--- src/rtl/boot_pkg.sv ---
package boot_pkg;
  typedef enum logic [1:0] {
    LD_COUNT = 2'd0,
    LD_ADDR  = 2'd1,
    LD_DATA  = 2'd2,
    LD_DONE  = 2'd3
  } ld_state_e;
endpackage

--- src/rtl/boot_assembler.sv ---
module boot_assembler #(
  parameter int BYTE_W = 8,
  parameter int NBYTES = 3,
  localparam int WORD_W = BYTE_W * NBYTES,
  localparam int POS_W  = (NBYTES > 1) ? $clog2(NBYTES) : 1
) (
  input  logic              clk,
  input  logic              rst_n,
  input  logic              take,
  input  logic [BYTE_W-1:0] byte_in,
  output logic              word_ok,
  output logic [WORD_W-1:0] word
);
  localparam logic [POS_W-1:0] LAST_POS = POS_W'(NBYTES - 1);

  logic [POS_W-1:0] pos_q, pos_d;
  logic             pos_en;
  logic [BYTE_W-1:0] lane_q [NBYTES-1];

  always_comb begin
    pos_en = take;
    pos_d  = (pos_q == LAST_POS) ? '0 : pos_q + 1'b1;
  end

  always_ff @(posedge clk or negedge rst_n) begin
    if (!rst_n)      pos_q <= '0;
    else if (pos_en) pos_q <= pos_d;
  end

  for (genvar k = 0; k < NBYTES - 1; k++) begin : g_lane
    logic lane_en;
    assign lane_en = take && (pos_q == POS_W'(k));
    always_ff @(posedge clk or negedge rst_n) begin
      if (!rst_n)       lane_q[k] <= '0;
      else if (lane_en) lane_q[k] <= byte_in;
    end
  end

  always_comb begin
    word_ok = take && (pos_q == LAST_POS);
    word    = '0;
    for (int k = 0; k < NBYTES - 1; k++) word[k*BYTE_W +: BYTE_W] = lane_q[k];
    word[(NBYTES-1)*BYTE_W +: BYTE_W] = byte_in;
  end

  AST_POS_BOUND: assert property (@(posedge clk) disable iff (!rst_n)
    pos_q <= LAST_POS);
  AST_POS_HOLD: assert property (@(posedge clk) disable iff (!rst_n)
    !take |=> $stable(pos_q));
endmodule

--- src/rtl/boot_addr_ctr.sv ---
module boot_addr_ctr #(
  parameter int WORD_W = 24
) (
  input  logic              clk,
  input  logic              rst_n,
  input  logic              load,
  input  logic [WORD_W-1:0] load_val,
  input  logic              step,
  output logic [WORD_W-1:0] addr
);
  logic [WORD_W-1:0] addr_q, addr_d;
  logic              addr_en;

  always_comb begin
    addr_en = load || step;
    addr_d  = load ? load_val : addr_q + 1'b1;
  end

  always_ff @(posedge clk or negedge rst_n) begin
    if (!rst_n)       addr_q <= '0;
    else if (addr_en) addr_q <= addr_d;
  end

  assign addr = addr_q;

  AST_ADDR_STEP: assert property (@(posedge clk) disable iff (!rst_n)
    (step && !load) |=> addr_q == WORD_W'($past(addr_q) + 1));
endmodule

--- src/rtl/boot_sequencer.sv ---
module boot_sequencer
  import boot_pkg::*;
#(
  parameter int WORD_W = 24
) (
  input  logic              clk,
  input  logic              rst_n,
  input  logic              word_ok,
  input  logic [WORD_W-1:0] word,
  input  logic [WORD_W-1:0] cur_addr,
  output logic              addr_load,
  output logic              addr_step,
  output ld_state_e         state,
  output logic [WORD_W-1:0] mem_addr,
  output logic [WORD_W-1:0] mem_data,
  output logic              mem_we,
  output logic [WORD_W-1:0] jump_addr
);
  ld_state_e         state_q, state_d;
  logic [WORD_W-1:0] remain_q, remain_d;
  logic [WORD_W-1:0] start_q;
  logic              start_en;
  logic [WORD_W-1:0] waddr_q, wdata_q;
  logic              we_q, we_d;

  always_comb begin
    state_d   = state_q;
    remain_d  = remain_q;
    start_en  = 1'b0;
    addr_load = 1'b0;
    addr_step = 1'b0;
    we_d      = 1'b0;
    unique case (state_q)
      LD_COUNT: if (word_ok) begin
        remain_d = word;
        state_d  = LD_ADDR;
      end
      LD_ADDR: if (word_ok) begin
        start_en  = 1'b1;
        addr_load = 1'b1;
        state_d   = (remain_q == '0) ? LD_DONE : LD_DATA;
      end
      LD_DATA: if (word_ok) begin
        we_d      = 1'b1;
        addr_step = 1'b1;
        remain_d  = remain_q - 1'b1;
        if (remain_q == WORD_W'(1)) state_d = LD_DONE;
      end
      default: ;
    endcase
  end

  always_ff @(posedge clk or negedge rst_n) begin
    if (!rst_n) begin
      state_q  <= LD_COUNT;
      remain_q <= '0;
      we_q     <= 1'b0;
    end else begin
      state_q  <= state_d;
      remain_q <= remain_d;
      we_q     <= we_d;
    end
  end

  always_ff @(posedge clk or negedge rst_n) begin
    if (!rst_n)        start_q <= '0;
    else if (start_en) start_q <= word;
  end

  always_ff @(posedge clk or negedge rst_n) begin
    if (!rst_n) begin
      waddr_q <= '0;
      wdata_q <= '0;
    end else if (we_d) begin
      waddr_q <= cur_addr;
      wdata_q <= word;
    end
  end

  assign state     = state_q;
  assign mem_addr  = waddr_q;
  assign mem_data  = wdata_q;
  assign mem_we    = we_q;
  assign jump_addr = start_q;

  AST_WE_SINGLE: assert property (@(posedge clk) disable iff (!rst_n)
    we_q |=> !we_q);
  AST_DONE_HOLD: assert property (@(posedge clk) disable iff (!rst_n)
    (state_q == LD_DONE) |=> (state_q == LD_DONE));
  AST_JUMP_HOLD: assert property (@(posedge clk) disable iff (!rst_n)
    (state_q == LD_DONE) |=> $stable(start_q));
  AST_ZERO_COUNT: assert property (@(posedge clk) disable iff (!rst_n)
    (state_q == LD_ADDR && word_ok && remain_q == '0)
      |=> (state_q == LD_DONE && !we_q));
  AST_WE_IN_DATA: assert property (@(posedge clk) disable iff (!rst_n)
    we_q |-> $past(state_q) == LD_DATA);
endmodule

--- src/rtl/boot_loader.sv ---
module boot_loader
  import boot_pkg::*;
#(
  parameter int BYTE_W = 8,
  parameter int NBYTES = 3,
  localparam int WORD_W = BYTE_W * NBYTES
) (
  input  logic              clk,
  input  logic              rst_n,
  input  logic [BYTE_W-1:0] in_byte,
  input  logic              in_valid,
  output logic              in_ready,
  output logic [WORD_W-1:0] mem_addr,
  output logic [WORD_W-1:0] mem_data,
  output logic              mem_we,
  output logic              done,
  output logic [WORD_W-1:0] jump_addr
);
  ld_state_e         state;
  logic              take, word_ok, addr_load, addr_step;
  logic [WORD_W-1:0] word, cur_addr;

  assign in_ready = (state != LD_DONE);
  assign done     = (state == LD_DONE);
  assign take     = in_valid && in_ready;

  boot_assembler #(.BYTE_W(BYTE_W), .NBYTES(NBYTES)) u_asm (
    .clk(clk), .rst_n(rst_n), .take(take), .byte_in(in_byte),
    .word_ok(word_ok), .word(word)
  );

  boot_addr_ctr #(.WORD_W(WORD_W)) u_addr (
    .clk(clk), .rst_n(rst_n), .load(addr_load), .load_val(word),
    .step(addr_step), .addr(cur_addr)
  );

  boot_sequencer #(.WORD_W(WORD_W)) u_seq (
    .clk(clk), .rst_n(rst_n), .word_ok(word_ok), .word(word),
    .cur_addr(cur_addr), .addr_load(addr_load), .addr_step(addr_step),
    .state(state), .mem_addr(mem_addr), .mem_data(mem_data),
    .mem_we(mem_we), .jump_addr(jump_addr)
  );

  AST_NO_WRITE_DONE: assert property (@(posedge clk) disable iff (!rst_n)
    $past(done) |-> !mem_we);
  AST_IDLE_NO_WRITE: assert property (@(posedge clk) disable iff (!rst_n)
    !in_valid |=> !mem_we);
endmodule

--- config.mk ---
export PLATFORM = sky130hd
export DESIGN_NAME = boot_loader
export DESIGN_NICKNAME = d
export VERILOG_FILES = /design/src/rtl/boot_pkg.sv /design/src/rtl/boot_assembler.sv /design/src/rtl/boot_addr_ctr.sv /design/src/rtl/boot_sequencer.sv /design/src/rtl/boot_loader.sv
export SDC_FILE = /design/constraint.sdc
export NUM_CORES = 1
export LEC_CHECK = 0
export ABC_AREA = 1
export BUFFER_PORTS_ARGS = -buffer_cell sky130_fd_sc_hd__clkbuf_2
export CORE_ASPECT_RATIO = 1.25
export CORE_MARGIN = 2
export CORE_UTILIZATION = 58
export CTS_CLUSTER_SIZE = 8
export DETAILED_ROUTE_END_ITERATION = 8
export PLACE_DENSITY = 0.91
export SLEW_MARGIN = 20
export SYNTH_ARGS = -nofsm -noshare
export SYNTH_HDL_FRONTEND = slang
export SYNTH_SLANG_ARGS = --single-unit
--- constraint.sdc ---
create_clock -name clk -period 2.1 [get_ports clk]
set_input_delay 0.21 -clock clk [delete_from_list [all_inputs] [get_ports clk]]
set_output_delay 0.21 -clock clk [all_outputs]
set_load 0.01 [all_outputs]
==> results of run 1 <==
==> power by group <==
part           total [mW]  internal (mW)  leakage (nW)  switching, mW
combinational        4.11           1.47          1.93           2.64
sequential           4.85           3.82          1.84           1.03
clock                3.13           1.94         0.290           1.19
total                12.1           7.23          4.06           4.86
==> routing by layer <==
metal	up-vias	track usage (%)
met5	-	0
met4	0	19.4
met3	90	6.77
met2	378	48.7
met1	3017	35.1
li1	2974	-
==> worst max-delay path, cell delays in order, from the launching register on <==
cell and delay [ns]:
dfrtp_1 0.42, ha_1 0.27, nor2_4 0.20, nand3_4 0.12
nor2_4 0.19, inv_2 0.20, buf_12 0.22, o21ai_0 0.20
==> registers in the layout (all words and copies together) (netlist names) <==
register / count
u_addr.addr: 24
u_seq.jump_addr: 24
u_seq.mem_addr: 24
u_seq.mem_data: 24
u_seq.remain_q: 24
u_asm.word: 16
u_asm.pos_q: 2
u_seq.state: 2
u_seq.mem_we: 1
==> what timing repair did <==
| item | in CTS | in global routing |
|---|---|---|
| hold buffers | 1 | 0 |
| setup endpoints to repair | 0 | 0 |
| endpoints found under the hold margin | 141 | 0 |
==> final cells by class <==
type	instances	share of cell area [%]
Timing Repair Buffer	100	7.34
Clock inverter	12	1.97
Multi-Input combinational cell	609	35.2
Sequential cell	141	43.4
Inverter	86	3.99
Clock buffer	20	5.62
Antenna cell	1	0.0308
Tap cell	161	2.48
==> synthesized netlist by cell type (all sizes together) <==
cell type | number | area (um^2)
o21a | 1 | 7.51
buf | 18 | 123
nand3 | 51 | 278
clkinv | 1 | 5.00
o22ai | 3 | 18.8
a21oi | 21 | 105
nand2 | 296 | 1110
o221ai | 3 | 26.3
ha | 8 | 100
nand3b | 3 | 22.5
dfrtp | 141 | 3530
o21ai | 108 | 548
xnor2 | 1 | 8.76
xor2 | 11 | 96.3
clkbuf | 15 | 56.3
o211ai | 4 | 30.0
inv | 85 | 319
nand4 | 10 | 62.6
nor2 | 70 | 310
a22oi | 14 | 105
nor3 | 5 | 25.0
==> stage by stage <==
step           setup slack [ns]  std cells  hold slack (ns)  utilization, %
6_report                  0.170       1130           0.0473            70.0
5_1_grt                 0.00357       1130           0.0483            70.0
4_1_cts                   0.183       1129           0.0419            69.9
3_5_place_dp              0.222       1096            0.378            64.6
3_3_place_gp              0.320       1096            0.373            64.6
2_1_floorplan             0.412        869          -0.0856               -
==> worst min-delay path by stage <==
stage                     from  slack [ns]  depth (start not counted)                 to
floorplan                rst_n       -0.09                          0     u_addr.addr[0]
global placement         rst_n        0.37                          2      u_asm.word[7]
detailed placement       rst_n        0.38                          2  u_seq.mem_data[6]
CTS                 in_byte[6]        0.04                          3    u_addr.addr[22]
global route        in_byte[6]        0.05                          3    u_addr.addr[22]
finish              in_byte[6]        0.05                          3    u_addr.addr[22]
==> cells by family after synthesis <==
kind of cell	share of synthesized area, %
AOI/OAI and AO/OA	12.2
adders and majority gates	1.45
and+or+nand+nor	26.3
DFF	51.2
xor gates and xnor gates	1.53
buffers and inverters	7.30
==> metrics, run 1 <==
CTS Buffer Depth 2; CTS clk-pin slew, worst paths 0.06 ns; Worst Clk Skew 0.0103 ns; synthesis-stage register bit count 141; worst slew pin tran 0.751 ns; initial drt markers 665; total track usage 29.9%; max cap viols 0; post-cts gate resize count 0; RR Startpoint u_seq.state[0]; die area 12,800 um^2; Crit. Startpoint u_seq.state[0]; share of layout cells above drive strength 1 15.6%; Setup Buffers After CTS 0; filler instances 793; dpl hpwl 11,900 um; RSZ-0062 raised after global routing no; crit-path max FO 31; setup slack, reg-to-reg 0.17 ns; Worst setup EP type flop; global route total overflow 0; Pwr Total 12.1 mW; Ports 86; Fin Setup TNS 0 ns; RePlAce Congestion 0.979; DRT Pass-1 Iters 6; Reg2Reg Depth 7; Worst EP arrival 2.26 ns; Synth cell types 31; Pleak 4.06 nW; VDD IR max 0.000716 V; Pwr per Cell Area 1490 nW/um^2; r2r endpoint u_seq.jump_addr[8]; top routing layer in use met4; commonest non-fill, non-tap cells in the layout nand2_1 (295), dfrtp_1 (141), o21ai_0 (93); total area of sequential cells 3530 um^2; commonest non-fill, non-tap cell in the layout nand2_1; pin count of the biggest net entering global routing 142; sequential fraction of the synthesis area 51.2%; Tcrit/Tclk final 91.9%; minimum clock period 1.93 ns; later-pin clock latency in the skew report 0.43 ns; syn_nets 888; met2 WL 9310 um; total number of vias 6,459; initial antenna violation count 1; Cell Area, Synth 6890 um^2; design area 8130 um^2; Syn-to-layout area delta 18.0%; Max Slew Vio Count 0; footprint of the multi-input gates 2860 um^2; clock root cell clkbuf_16; PortBufs 85; drt total wl 18,600 um; DR vias/cell 5.72; DR WL/cell 16.5 um; Die W 101 um; initial core utilization 59.3%; TritonCTS Sinks 141; nets@finish 974; Core ar. 11,600 um^2; dpl cell area 7500 um^2; Required @ worst endpoint 2.43 ns; Die Y 126 um; wl on met1 6790 um; mean area per synthesized cell 7.93 um^2; worst hold path class in -> reg; first-pass GRT wire length 29,600 um; TritonCTS clock tree done; CTS Buf Count 17; Worst setup endpoint u_seq.jump_addr[8]; Residual DRC 0; crit start category flop; Antenna Nets Post-Route 0; Final Hold Vio Count 0; # setup viols final 0; # rows 44; met3 WL 1460 um; vias in the first global route 6,099; worst relative slew slack 50.0%; kind of critical path reg -> reg; Mapped Cells 869; outcome finished clean; H-tree depth 4; Synth Warn # 0; Fmax achieved 0.518 GHz
Note: power is estimated with default switching activity, not from simulation.
==> run 2, diff against run 1 <==
--- a/config.mk
+++ b/config.mk
@@ -7,9 +7,11 @@
 export LEC_CHECK = 0
 export ABC_AREA = 1
 export BUFFER_PORTS_ARGS = -buffer_cell sky130_fd_sc_hd__clkbuf_2
+export CELL_PAD_IN_SITES_DETAIL_PLACEMENT = 1
+export CELL_PAD_IN_SITES_GLOBAL_PLACEMENT = 1
 export CORE_ASPECT_RATIO = 1.25
 export CORE_MARGIN = 2
-export CORE_UTILIZATION = 58
+export CORE_UTILIZATION = 43
 export CTS_CLUSTER_SIZE = 8
 export DETAILED_ROUTE_END_ITERATION = 8
 export PLACE_DENSITY = 0.91
==> run 2 against run 1 <==
  * Worst hold slack lost 0.0056 ns
  * Clock-buffer cell count shrank 3
  * Non-clock buffer count grew 5
  * Largest power group unchanged
==> metrics, run 2 (synthesis results as in run 1) <==
RR Startpoint u_seq.state[0] (unchanged); DR vias/cell 5.73 (was 5.72); Crit. Startpoint u_seq.state[0] (unchanged); pin count of the biggest net entering global routing 58 (was 142); Tcrit/Tclk final 94.4% (was 91.9%); Worst setup EP type flop (unchanged); nets@finish 979 (was 974); vias in the first global route 7,382 (was 6,099); Worst Clk Skew 0.0115 ns (was 0.0103 ns); met3 WL 1590 um (was 1460 um); # rows 51 (was 44); CTS Buf Count 17 (unchanged); Place WS 0.165 ns (was 0.222 ns); setup slack, reg-to-reg 0.12 ns (was 0.17 ns); commonest non-fill, non-tap cell in the layout nand2_1 (unchanged); clock root cell clkbuf_16 (unchanged); initial drt markers 558 (was 665); Reg2Reg Depth 7 (unchanged); Residual DRC 0 (unchanged); worst slew pin tran 0.551 ns (was 0.751 ns); worst-path cell chain ha_1 -> nor2_4 -> nand3_4 -> nor2_4 -> inv_2 -> buf_4 -> o221ai_1 (was ha_1 -> nor2_4 -> nand3_4 -> nor2_4 -> inv_2 -> buf_12 -> o21ai_0); most used cell, CP nor2_4 (unchanged); initial core utilization 44.1% (was 59.3%); Crit-path slowest cell dfrtp_1 (unchanged); design area 8230 um^2 (was 8130 um^2); Layout Utilization 52.6% (was 70.0%); Pleak 4.08 nW (was 4.06 nW); total number of vias 6,785 (was 6,459); global route total overflow 0 (unchanged); # setup viols final 0 (unchanged); top routing layer in use met4 (unchanged); Fin Setup TNS 0 ns (unchanged); fin cells 1,185 (was 1,130); DRT Pass-1 Iters 5 (was 6); total track usage 31.0% (was 29.9%); Syn-to-layout area delta 19.4% (was 18.0%); share of layout cells above drive strength 1 16.3% (was 15.6%); Antenna Nets Post-Route 0 (unchanged); worst relative slew slack 63.3% (was 50.0%); VDD IR max 0.000609 V (was 0.000716 V); worst hold slack 0.0417 ns (was 0.0473 ns); Worst EP arrival 2.31 ns (was 2.26 ns); later-pin clock latency in the skew report 0.44 ns (was 0.43 ns); first-pass GRT wire length 40,400 um (was 29,600 um); H-tree depth 4 (unchanged); slowest stage delay, CP 0.42 ns (about the same); outcome finished clean (unchanged); minimum clock period 1.98 ns (was 1.93 ns); drt total wl 25,800 um (was 18,600 um); Die W 117 um (was 101 um); max cap viols 0 (unchanged); Final Hold Vio Count 0 (unchanged); DR WL/cell 21.7 um (was 16.5 um); TritonCTS clock tree done (unchanged); Fmax achieved 0.504 GHz (was 0.518 GHz); worst hold path class in -> reg (unchanged); r2r endpoint u_addr.addr[3] (was u_seq.jump_addr[8]); RSZ-0062 raised after global routing no (unchanged); Diodes inserted 0 (was 1); Required @ worst endpoint 2.43 ns (about the same); setup ws final 0.117 ns (was 0.170 ns); TritonCTS Sinks 141 (unchanged); Pwr per Cell Area 1540 nW/um^2 (was 1490 nW/um^2); crit-path max FO 16 (was 31); kind of critical path reg -> reg (unchanged); dpl cell area 7610 um^2 (was 7500 um^2); initial antenna violation count 0 (was 1); wl on met1 9470 um (was 6790 um); Worst setup endpoint u_addr.addr[3] (was u_seq.jump_addr[8]); Max Slew Vio Count 0 (unchanged); PortBufs 85 (unchanged); commonest non-fill, non-tap cells in the layout nand2_1 (295), dfrtp_1 (141), o21ai_0 (89) (was nand2_1 (295), dfrtp_1 (141), o21ai_0 (93)); crit start category flop (unchanged); Die Y 146 um (was 126 um); Core ar. 15,600 um^2 (was 11,600 um^2); Pwr Total 12.6 mW (was 12.1 mW); Placed Cells incl. Taps 1,152 (was 1,096); Ports 86 (unchanged); RePlAce Congestion 0.889 (was 0.979); CTS Buffer Depth 2 (unchanged); dpl hpwl 15,600 um (was 11,900 um); met2 WL 12,900 um (was 9310 um); die area 17,100 um^2 (was 12,800 um^2); CTS clk-pin slew, worst paths 0.07 ns (was 0.06 ns)
run 2: per-layer routing:
layer / track usage [%] / up-vias
li1: - / 2982
met1: 34.8 / 3370
met2: 52.0 / 303
met3: 7.12 / 130
met4: 19.8 / 0
met5: 0 / -
run 2: report_power, final:
group / switching [mW] / internal [mW] / total, mW
clock network: 1.46 / 1.70 / 3.16
registers: 1.11 / 3.82 / 4.93
logic: 3.02 / 1.52 / 4.54
run 2: final cells by class:
| cell class | count | area [um^2] |
|---|---|---|
| clock buffer | 17 | 425 |
| clock inverter | 15 | 165 |
| multi-input combinational | 609 | 2870 |
| tap | 212 | 265 |
| fill | 1901 | 7410 |
| inverter | 86 | 325 |
| timing repair buffer | 105 | 651 |
| sequential | 141 | 3530 |
run 2: worst max-delay path, delay by kind of cell, from the launching register on:
kind	cells	cell delay (ns)
AOI/OAI and AO/OA	1	0.25
adders and majority gates	1	0.29
buffers and inverters	2	0.41
DFF	1	0.42
and+or+nand+nor	3	0.50
run 2: worst min-delay path by stage:
stage / cells past startpoint / startpoint / end / slack, ns
after floorplan: 0 / rst_n / u_addr.addr[0] / -0.09
after global placement: 1 / rst_n / u_seq.mem_addr[2] / 0.22
after detailed placement: 1 / rst_n / u_seq.mem_addr[2] / 0.22
after CTS: 3 / in_byte[1] / u_addr.addr[17] / 0.04
after global routing: 3 / in_byte[1] / u_addr.addr[17] / 0.06
final: 3 / in_byte[1] / u_addr.addr[17] / 0.04
run 2: timing repair:
action                                  CTS  global route
setup buffers                             0             0
endpoints found under the setup margin    0            18
gates resized for setup                   0             8
hold buffers                              1             0
endpoints found under the hold margin    55             0
==> run 3, diff against run 2 <==
--- a/config.mk
+++ b/config.mk
@@ -14,8 +14,9 @@
 export CORE_UTILIZATION = 43
 export CTS_CLUSTER_SIZE = 8
 export DETAILED_ROUTE_END_ITERATION = 8
-export PLACE_DENSITY = 0.91
+export PLACE_DENSITY = 0.9
 export SLEW_MARGIN = 20
 export SYNTH_ARGS = -nofsm -noshare
 export SYNTH_HDL_FRONTEND = slang
+export SYNTH_HIERARCHICAL = 1
 export SYNTH_SLANG_ARGS = --single-unit
==> run 3 against run 2 <==
  * Clock skew shrank 0.0035 ns
  * Highest routed layer unchanged
  * Non-clock buffer count grew 3
  * Clock-buffer cell count grew 2
  * Final area grew 2.9%
  * Final cell count grew 2.8%
  * Die area grew 3.3%
  * Combinational power shrank 8.1%
  * First-iteration DRC count shrank 19%
  * Largest power group unchanged
==> metrics, run 3 <==
outcome finished clean (unchanged); worst slew pin tran 0.734 ns (was 0.551 ns); asr flop ratio synth 100% (unchanged); Synth top area share 49.5% (was 51.2%); most used cell, CP inv_1 (was nor2_4); total track usage 26.1% (was 31.0%); later-pin clock latency in the skew report 0.43 ns (was 0.44 ns); Post-synth EDFFs 0 (unchanged); top post-synthesis cells by count nand2_1 (312), dfrtp_1 (141), inv_1 (76) (was nand2_1 (295), dfrtp_1 (141), o21ai_0 (93)); initial antenna violation count 0 (unchanged); Required @ worst endpoint 2.40 ns (was 2.43 ns); Synth cell types 32 (was 31); fin cells 1,218 (was 1,185); DR vias/cell 5.46 (was 5.73); crit-path max FO 10 (was 16); syn_nets 921 (was 888); Synth Flop Type dfrtp_1 (unchanged); top routing layer in use met4 (unchanged); RePlAce Congestion 0.859 (was 0.889); minimum clock period 2.04 ns (was 1.98 ns); largest family of logic cells by synthesized area simple AND/OR/NAND/NOR gates (unchanged); mean area per synthesized cell 7.89 um^2 (was 7.93 um^2); Pleak 4.25 nW (was 4.08 nW); met3 WL 912 um (was 1590 um); dpl hpwl 15,000 um (was 15,600 um); Worst EP arrival 2.34 ns (was 2.31 ns); worst relative slew slack 51.0% (was 63.3%); DRT Pass-1 Iters 4 (was 5); initial drt markers 452 (was 558); crit start category flop (unchanged); total number of vias 6,651 (was 6,785); adder-cell share of the synthesized area 1.23% (was 1.45%); drt total wl 22,600 um (was 25,800 um); sequential fraction of the synthesis area 49.5% (was 51.2%); Placed Cells incl. Taps 1,182 (was 1,152); Diodes inserted 0 (unchanged); met2 WL 12,000 um (was 12,900 um); Yosys top cell by area dfrtp_1 (unchanged); Worst setup EP type flop (unchanged); vias in the first global route 7,023 (was 7,382); # setup viols final 0 (unchanged); CTS clk-pin slew, worst paths 0.06 ns (was 0.07 ns); Max Slew Vio Count 0 (unchanged); compound-cell area share of the yosys netlist 10.7% (was 12.2%); max cap viols 0 (unchanged); kind of critical path reg -> reg (unchanged); pin count of the biggest net entering global routing 73 (was 58); # rows 52 (was 51); Core ar. 16,200 um^2 (was 15,600 um^2); initial core utilization 44.0% (was 44.1%); clock root cell clkbuf_16 (unchanged); die area 17,600 um^2 (was 17,100 um^2); xor/xnor share of the synthesized area 0.737% (was 1.53%); H-tree depth 4 (unchanged); Fmax achieved 0.491 GHz (was 0.504 GHz); largest cells by area after synthesis dfrtp_1 (50%), nand2_1 (16%), o21ai_0 (5.0%) (was dfrtp_1 (51%), nand2_1 (16%), o21ai_0 (6.8%)); DR WL/cell 18.5 um (was 21.7 um); Mapped Cells 903 (was 869); share of layout cells above drive strength 1 19.4% (was 16.3%); commonest non-fill, non-tap cell in the layout nand2_1 (unchanged); nets@finish 1,007 (was 979); PortBufs 85 (unchanged); VDD IR max 0.000683 V (was 0.000609 V); Worst Clk Skew 0.00802 ns (was 0.0115 ns); Final Hold Vio Count 0 (unchanged); first-pass GRT wire length 36,000 um (was 40,400 um); Tcrit/Tclk final 96.9% (was 94.4%); Crit-path slowest cell dfrtp_2 (was dfrtp_1); synthesis-stage register bit count 141 (unchanged); CTS Buf Count 17 (unchanged); most instantiated library cell after synthesis nand2_1 (unchanged); mux contribution to synthesized area 0% (unchanged); Antenna Nets Post-Route 0 (unchanged); Die Y 148 um (was 146 um); slowest stage delay, CP 0.44 ns (was 0.42 ns); Synth Warn # 6 (was 0); TritonCTS Sinks 141 (unchanged); commonest non-fill, non-tap cells in the layout nand2_1 (311), dfrtp_1 (139), clkbuf_2 (84) (was nand2_1 (295), dfrtp_1 (141), o21ai_0 (89)); Syn-to-layout area delta 18.8% (was 19.4%); Ports 86 (unchanged); CTS Buffer Depth 2 (unchanged); Residual DRC 0 (unchanged); post-synthesis simple-gate area fraction 30.4% (was 26.3%); Cell Area, Synth 7130 um^2 (was 6890 um^2); wl on met1 9010 um (was 9470 um); worst hold path class in -> reg (unchanged); Die W 119 um (was 117 um); TritonCTS clock tree done (unchanged); worst-path cell chain a21oi_2 -> nand2_1 -> nor2_4 -> nand2_1 -> inv_1 -> inv_1 -> nand2_4 -> inv_1 -> buf_4 -> nand3_1 -> nand3_1 (was ha_1 -> nor2_4 -> nand3_4 -> nor2_4 -> inv_2 -> buf_4 -> o221ai_1); Pwr per Cell Area 1480 nW/um^2 (was 1540 nW/um^2); worst hold slack 0.122 ns (was 0.0417 ns); global route total overflow 0 (unchanged)
-- run 3: timing repair --
action	in CTS	in global routing
endpoints found under the hold margin	47	0
setup buffers	0	3
resized for setup	1	4
cloned	0	0
pin swaps	0	1
hold buffers	1	0
endpoints found under the setup margin	4	20
-- run 3: stage by stage --
step	util, %	power (mW)	worst slack [ns]	cell area (um^2)	setup TNS (ns)
floorplan	-	7.40	0.0176	7140	0
global placement	48.1	8.86	0.215	7800	0
detailed placement	48.1	9.13	0.0550	7800	0
CTS	52.0	12.5	0.0402	8430	0
global route	52.2	13.3	-0.0257	8460	-0.0659
finish	52.2	12.5	0.0645	8460	0
-- run 3: cell type report --
| cell class | count | area, um^2 |
|---|---|---|
| clock buffer | 19 | 433 |
| fill | 2006 | 7740 |
| clock inverter | 13 | 189 |
| tap | 216 | 270 |
| multi-input combinational | 639 | 3100 |
| timing repair buffer | 108 | 636 |
| sequential | 141 | 3530 |
| inverter | 82 | 308 |
-- run 3: worst paths after layout --
kind                                          start             endpoint  slack (ns)  cells past startpoint
worst max register to register       u_seq/state[1]      u_addr/addr[13]        0.06                     11
max in group asynchronous                     rst_n  u_seq/jump_addr[19]        1.15                      3
worst min register to register  u_seq/jump_addr[11]  u_seq/jump_addr[11]        0.48                      2
worst min-delay path                     in_byte[6]       u_asm/word[14]        0.12                      3
worst max-delay path                 u_seq/state[1]      u_addr/addr[13]        0.06                     11
min in group asynchronous                     rst_n   u_seq/mem_addr[20]        0.29                      2
-- run 3: cell families after synthesis --
kind of cell | Yosys count
simple gates | 489
flops | 141
compound gates | 137
buf+inv | 123
fa+ha+maj | 7
xor+xnor | 6
-- run 3: layer usage --
metal | vias to the layer above | global-route usage (%)
met3 | 53 | 4.78
met2 | 185 | 47.5
met1 | 3335 | 30.1
met5 | - | 0
li1 | 3078 | -
met4 | 0 | 10.8
-- run 3: report_power, final --
part | total, mW | switching, mW | leakage, nW | internal (mW)
Combinational | 4.17 | 2.68 | 2.13 | 1.49
Clock | 3.21 | 1.21 | 0.298 | 1.99
Sequential | 5.11 | 1.26 | 1.83 | 3.85
-- run 3: worst max-delay path, delay by kind of cell (launching register included) --
kind	cells	cell delay, ns
AO/OA/AOI/OAI	1	0.17
buffers and inverters	4	0.58
flip-flops	1	0.44
AND/OR/NAND/NOR	6	0.72
